File: src/rtl/lpm_loop_engine.sv
module lpm_loop_engine #(
  parameter int MEM_AW  = 10,
  parameter int MEM_LAT = 3,
  parameter int TAG_W   = 4
) (
  input  logic              clk,
  input  logic              rst_n,
  input  logic              in_valid,
  input  logic [31:0]       in_addr,
  output logic              in_ready,
  output logic              out_valid,
  input  logic              out_ready,
  output logic [15:0]       out_hop,
  output logic              mem_rd_en,
  output logic [MEM_AW-1:0] mem_addr,
  input  logic [31:0]       mem_rdata
);
  localparam int DEPTH = 1 << TAG_W;
  localparam logic [TAG_W:0] DEPTH_CNT = (TAG_W+1)'(DEPTH);

  typedef struct packed {
    logic [TAG_W-1:0]  tag;
    logic [1:0]        lvl;
    logic [31:0]       ip;
    logic [MEM_AW-1:0] ptr;
  } ctx_t;

  logic [TAG_W:0]   cb_wp, cb_rp, rq_wp, rq_rp;
  ctx_t             rq_mem [DEPTH];
  ctx_t             pipe_q [MEM_LAT];
  logic [MEM_LAT-1:0] pv_q;
  logic [15:0]      cb_hop [DEPTH];
  logic [DEPTH-1:0] cb_vld;

  logic rq_empty, rq_full, cb_full, take_in, release_out;
  logic rsp_v, rsp_leaf, rsp_done, rq_push;
  ctx_t iss, rsp, nxt;
  logic [7:0] slice;

  assign rq_empty    = rq_wp == rq_rp;
  assign rq_full     = (rq_wp - rq_rp) == DEPTH_CNT;
  assign cb_full     = (cb_wp - cb_rp) == DEPTH_CNT;
  assign in_ready    = rq_empty && !cb_full;
  assign take_in     = in_valid && in_ready;
  assign mem_rd_en   = !rq_empty || take_in;

  always_comb begin
    if (rq_empty) begin
      iss.tag = cb_wp[TAG_W-1:0];
      iss.lvl = 2'd0;
      iss.ip  = in_addr;
      iss.ptr = '0;
    end else begin
      iss = rq_mem[rq_rp[TAG_W-1:0]];
    end
    case (iss.lvl)
      2'd0:    slice = iss.ip[31:24];
      2'd1:    slice = iss.ip[23:16];
      2'd2:    slice = iss.ip[15:8];
      default: slice = iss.ip[7:0];
    endcase
  end

  assign mem_addr = (iss.lvl == 2'd0) ? MEM_AW'(slice) : iss.ptr + MEM_AW'(slice);

  assign rsp      = pipe_q[MEM_LAT-1];
  assign rsp_v    = pv_q[MEM_LAT-1];
  assign rsp_leaf = mem_rdata[31] || (rsp.lvl == 2'd3);
  assign rsp_done = rsp_v && rsp_leaf;
  assign rq_push  = rsp_v && !rsp_leaf;

  always_comb begin
    nxt     = rsp;
    nxt.lvl = rsp.lvl + 2'd1;
    nxt.ptr = mem_rdata[MEM_AW-1:0];
  end

  assign out_valid   = cb_vld[cb_rp[TAG_W-1:0]];
  assign out_hop     = cb_hop[cb_rp[TAG_W-1:0]];
  assign release_out = out_valid && out_ready;

  always_ff @(posedge clk) begin
    if (!rst_n) begin
      cb_wp  <= '0;
      cb_rp  <= '0;
      rq_wp  <= '0;
      rq_rp  <= '0;
      pv_q   <= '0;
      cb_vld <= '0;
    end else begin
      if (take_in)             cb_wp <= cb_wp + 1'b1;
      if (release_out)         cb_rp <= cb_rp + 1'b1;
      if (rq_push)             rq_wp <= rq_wp + 1'b1;
      if (!rq_empty)           rq_rp <= rq_rp + 1'b1;
      pv_q[0] <= mem_rd_en;
      for (int i = 1; i < MEM_LAT; i++) pv_q[i] <= pv_q[i-1];
      if (release_out)         cb_vld[cb_rp[TAG_W-1:0]] <= 1'b0;
      if (rsp_done)            cb_vld[rsp.tag] <= 1'b1;
    end
  end

  always_ff @(posedge clk) begin
    pipe_q[0] <= iss;
    for (int i = 1; i < MEM_LAT; i++) pipe_q[i] <= pipe_q[i-1];
    if (rq_push)  rq_mem[rq_wp[TAG_W-1:0]] <= nxt;
    if (rsp_done) cb_hop[rsp.tag] <= mem_rdata[15:0];
  end

  assert_first_byte_R1: assert property (@(posedge clk) disable iff (!rst_n)
    in_valid && in_ready |-> mem_rd_en && mem_addr == MEM_AW'(in_addr[31:24]));

  assert_recirc_first_R5: assert property (@(posedge clk) disable iff (!rst_n)
    !rq_empty |-> !in_ready && mem_rd_en);

  assert_tag_free_R7: assert property (@(posedge clk) disable iff (!rst_n)
    rsp_done |-> !cb_vld[rsp.tag]);

  assert_no_overflow_R8: assert property (@(posedge clk) disable iff (!rst_n)
    rq_push |-> !rq_full);

  assert_hold_R10: assert property (@(posedge clk) disable iff (!rst_n)
    out_valid && !out_ready |=> out_valid && $stable(out_hop));
endmodule

File: config.mk
export PLATFORM = sky130hd
export DESIGN_NAME = lpm_loop_engine
export DESIGN_NICKNAME = d
export VERILOG_FILES = /design/src/rtl/lpm_loop_engine.sv
export SDC_FILE = /design/constraint.sdc
export NUM_CORES = 1
export LEC_CHECK = 0
export ABC_CLOCK_PERIOD_IN_PS = 15610
export BUFFER_PORTS_ARGS = -buffer_cell sky130_fd_sc_hd__buf_4
export CORE_MARGIN = 2
export CORE_UTILIZATION = 41
export CTS_CLUSTER_DIAMETER = 40
export CTS_CLUSTER_SIZE = 20
export DETAILED_ROUTE_END_ITERATION = 16
export PLACE_DENSITY = 0.53
export SYNTH_ARGS = -nofsm -noshare
export SYNTH_HDL_FRONTEND = slang
export SYNTH_SLANG_ARGS = --single-unit
File: constraint.sdc
create_clock -name clk -period 15.61 [get_ports clk]
set_clock_uncertainty 0.15 [all_clocks]
set_input_delay 1.561 -clock clk [delete_from_list [all_inputs] [get_ports clk]]
set_output_delay 1.561 -clock clk [all_outputs]
set_load 0.05 [all_outputs]
==> After elaboration in Yosys (flattened, before gate mapping) <==
Memory sizes are Yosys's and may differ from the RTL's. A register that Yosys moved wholly into a read port is not among the register bits.
Cells that the tools add are included.
{ "word_totals": {"register_bits": 39, "n_memories": 3, "mem_bits_rw": 1168, "inputBits": 68} }
{ "memory_table": {"columns": ["memory", "words", "width", "rd", "rd_ports_with_merged_regs", "write_ports", "line", "text"], "rows": [
  ["rq_mem", 16, 48, 1, 1, 1, "29", "ctx_t rq_mem [DEPTH];"],
  ["cb_hop", 16, 16, 1, 1, 1, "32", "logic [15:0] cb_hop [DEPTH];"],
  ["pipe_q", 3, 48, 3, 0, 3, "30", "ctx_t pipe_q [MEM_LAT];"]
]} }
{ "classes": {"muxes": 20, "add_sub_neg": 7, "n_lt_le_gt_ge": 4, "n_eq_ne": 5, "n_bitwise": 3, "reduce_logical": 13} }
{ "ops": {"columns": ["cell", "n"], "rows": [
  ["$mux W16", 3],
  ["$mux W48", 1],
  ["$pmux W8 S3", 1],
  ["$add A5 B1 Y5 const B", 4],
  ["$and A16 B16 Y16", 1],
  ["$mux W4", 4],
  ["$not A16 Y16", 1],
  ["$or A16 B16 Y16", 1],
  ["$add A10 B8 Y10", 1],
  ["$lt A4 B5 Y1 const B", 2],
  ["$mux W10", 1],
  ["$demux W1 S4", 2],
  ["$ge A4 B1 Y1 const B", 2],
  ["$logic_and A1 B1 Y1", 7],
  ["$mux W1", 7],
  ["$eq A5 B5 Y1", 1],
  ["$eq A5 B5 Y1 const B", 1],
  ["$sub A5 B5 Y5", 1],
  ["$bmux W1 S4", 1],
  ["$eq A2 B2 Y1 const B", 2],
  ["$logic_not A1 Y1", 3],
  ["$add A2 B1 Y2 const B", 1],
  ["$eq A2 B1 Y1 const B", 1],
  ["$logic_not A2 Y1", 1],
  ["$logic_or A1 B1 Y1", 2]
]} }

==> Longest topological paths before layout <==
{ "depth": {"depth_word": 10, "depth_mapped": 20, "mapped_depth_nobuf": 17} }

==> Worst setup path before layout <==
OpenSTA, ideal clock, no wires.
{ "synth_timing": {"path_kind": "input-to-output", "startpoint": "input in_addr[8]", "endpoint": "output mem_addr[8]", "arrival_time_ns": 4.700, "setup_slack_ns": 9.199, "t_required_ns": 13.899, "cell_stages": 14, "path_cell_list": "nor2_1 -> a211oi_1 -> nand2_1 -> a41oi_1 -> ha_1 -> inv_1 -> fa_1 -> nor2b_1 -> o21ai_0 -> a21boi_0 -> o21ai_0 -> a21o_1 -> nand3_1 -> nor3b_1"} }
{ "synth_lines": {"columns": ["element", "line", "text"], "rows": [
  ["from (decl)", "9", "input logic [31:0] in_addr,"],
  ["to (decl)", "15", "output logic [MEM_AW-1:0] mem_addr,"]
]} }

==> impl_summary.log <==
[metrics] crit-path max FO: 44
[metrics] Hold Startpoint: pipe_q[0][73]
[metrics] register-to-register setup slack: around 12000 ps
[metrics] kind of end point of the critical path: output pin
[metrics] pre-CTS setup slack: roughly 7500 ps
[metrics] detail-routed net length per standard cell: 27.3 um
[metrics] leading cell type in the layout, fill and taps excluded: edfxtp_1
[metrics] insertion delay to the later sink of the worst-skew pair: 740 ps
[metrics] effective utilization at floorplan: 0.413
[metrics] placed inst area: 46700 sq um
[metrics] combined global-route utilization of all metal layers: 0.187
[metrics] H-tree levels: 4
[metrics] deepest clock path buffer count: 3
[metrics] most area-consuming cells after synthesis: edfxtp_1, mux4_2, dfxtp_1
[metrics] CP cell instances: buf_4 -> mux4_2 -> mux2i_1 -> mux2i_1 -> and2_1 -> nor2_2 -> nand2_1 -> a41oi_1 -> ha_1 -> inv_1 -> fa_1 -> nor2b_1 -> o21ai_0 -> a21boi_0 -> o21ai_0 -> a21o_1 -> nand3_1 -> nor3b_1 -> buf_4
[metrics] postcts setup bufs: 0
[metrics] Req. time, crit path: 13900 ps
[metrics] Max Cap Violations: 0
[metrics] cell type of the slowest stage on the worst timing path: dfxtp_4
[metrics] Initial DRC Count: 1747
[metrics] number of library cell types mapped by synthesis: 51
[metrics] crit path setup slack, layout: 6810 ps
[metrics] total placed cells including tap cells: 3486
[metrics] crit share post-route: 0.564
[metrics] via count: 20500
[metrics] Fmax achieved: 0.114 GHz
[metrics] number of enable-type register cells in the synthesized netlist: roughly 1000
[metrics] Slew headroom: 0.280
[metrics] dpl hpwl: 52.9 mm
[metrics] ratio of cells with drive above 1 in the final layout: 0.317
[metrics] post-layout instance count excluding filler cells: around 3800
[metrics] area share of the largest cell type after synthesis: 0.695
[metrics] nets in the synthesized netlist: 2143
[metrics] share of the yosys chip area belonging to registers: 0.768
[metrics] number of pins exceeding their max-slew limit in the final report: 0
[metrics] final instance area: 51800 sq um
[metrics] Total Neg Setup Slack: 0 ps
[metrics] vias in the first global route: 21500
[metrics] area of the die: 111000 sq um
[metrics] post-synthesis sequential element count: about 1200
[metrics] maximum number of pins on one net before global-route repair: 108
[metrics] number of top-level pins: 97
[metrics] result of the run: finished clean
[metrics] area delta synth->final: 17.0%
[metrics] type of the worst setup path: reg -> out
[metrics] CTS buffer count: 147
[metrics] total of fill cells in the finished design: 8685
[metrics] clock tree from TritonCTS: built
[metrics] number of warning messages in the yosys log: 0
[metrics] post-detailed-route count of antenna-violating nets: 0
[metrics] number of antenna violations at the first check in global routing: 5
[metrics] DRC violations left: 0
[metrics] top library cells by usage in the layout, fill and taps aside: edfxtp_1, mux4_2, dfxtp_1
[metrics] static leakage: around 0.016 uW
[metrics] clk sinks: 1185
[metrics] # setup viols final: 0
[metrics] worst IR drop on VDD: 0.0948 mV
[metrics] Gate Count Post-Synth: 2051
[metrics] chip width: 333 um
[metrics] library cell used as clock root buffer: clkbuf_16
[metrics] mean number of vias per cell: 5.45
[metrics] net count of the finished layout: 2324
[metrics] remaining global-route overflow: 0
[metrics] Critical Path End: mem_addr[8]
[metrics] minimum clock period: 8800 ps
[metrics] Reg2Reg Capture Point: rq_mem[4][6]
[metrics] crit start category: flop
[metrics] Hold Fails Final Rpt: 0
[metrics] wirelength, routed: 103 mm
[metrics] share of flip-flops with an asynchronous set or reset after synthesis: 0
[metrics] wire length of the first global-routing pass: approximately 150 mm
[metrics] path category of the worst min-delay check: reg -> reg
[metrics] floorplan core area: approximately 110000 sq um
[metrics] post-synth top area cell: edfxtp_1
[metrics] commonest register cell after synthesis: edfxtp_1
[metrics] clock-pin slew on the worst setup and hold paths: 60 ps
[metrics] Port Buffer Count: 81
[metrics] worst hold slack after final layout: 162 ps
[metrics] data arrival time of the worst path: 7090 ps
[metrics] DRT Pass-1 Iters: 5
[metrics] Die Height: 333 um
[metrics] number of cells traversed by the worst register-to-register path: 5
[metrics] placement row count: 120
[metrics] Crit path largest cell delay: between 900 and 1000 ps
[metrics] Post-Synthesis Cell Area: 44200 sq um
[metrics] Cell Pwr Density: 165 nW/um^2
[metrics] setup repair after global routing missed its margin: no
[metrics] cts-stage hold buffer count: 0
[metrics] GPL Wtd Cong: 0.763
[metrics] reg-to-reg startpoint: pipe_q[0][138]
[metrics] quantity of gates resized following cts: 0
[metrics] average instance area after synthesis: about 22 sq um
[metrics] worst-margin pin slew: 1080 ps
[synth_stat cells (16+ instances only)]
cell type and count:
a21oi_1 33, and2_1 30, buf_2 21, clkbuf_1 39, dfxtp_1 161, edfxtp_1 1024
ha_1 23, mux2i_1 33, mux4_2 294, nand2_1 91, nor2_1 51, nor2b_1 27
o21ai_0 16, xnor2_1 24
[sequential cells by signal, summed over array words and instances, names as in the netlist, named ones only]
signal	flops
rq_mem	768
cb_hop	256
pipe_q	114
cb_vld	16
cb_rp	5
cb_wp	5
rq_rp	5
rq_wp	5
pv_q	3
[worst min-delay path by stage]
stage                           endpoint  slack [ps]  cells after the start
after floorplan           pipe_q[0][106]         160                      0
after global routing       pipe_q[0][81]         160                      0
after CTS                  pipe_q[0][81]         160                      0
final                     pipe_q[0][121]         160                      0
after detailed placement  pipe_q[0][126]         160                      0
after global placement     pipe_q[0][66]         160                      0
[cells by family (layout without fill, tap and decap cells)]
group,after synthesis,count (layout),share of synthesized area
AND/OR/NAND/NOR,247,247,0.0272
multiplexers,346,346,0.163
adder cells (fa/ha/maj),24,24,0.00696
XOR/XNOR,29,29,0.00574
buffers and inverters,111,418,0.0133
other,0,1,0
flip-flops,1185,1185,0.768
AO/OA/AOI/OAI,109,109,0.0156
[routing by layer]
metal  global-route usage  up-vias  wire length (um)
li1                     -     8838                 -
met1                0.259    11000             45000
met2                0.304      507             50500
met3               0.0343      174              4960
met4               0.0559        2              2290
met5                    0        -                14
[critical path: cells and delay by family, from the launching register on]
family / cells / cell delay (ps)
mux: 3 / 910
buf+inv: 3 / 1200
compound gates: 5 / 1050
simple gates: 6 / 1580
fa+ha+maj: 2 / 660
flops: 1 / 950
[metrics by stage]
stage | total power, uW | util
floorplan | 4760 | -
global placement | 5120 | 0.436
detailed placement | 5150 | 0.436
CTS | 8620 | 0.484
global route | 8830 | 0.484
finish | 8530 | 0.484
[area by class of cell]
type	count	area, sq um	share of cell area
Timing Repair Buffer	128	986	0.0190
Sequential cell	1185	34000	0.657
Multi-Input combinational cell	755	9910	0.191
Inverter	15	56.3	0.00109
Clock inverter	112	1220	0.0236
Tap cell	1403	1760	0.0339
Antenna cell	1	2.50	0.0000483
Clock buffer	163	3840	0.0743
[power by group]
part / internal, uW / switching [uW]
clock: 2060 / 1400
sequential: 3820 / 245
combinational: 421 / 582
total: 6300 / 2220
Power figures use the tool's default switching activity.
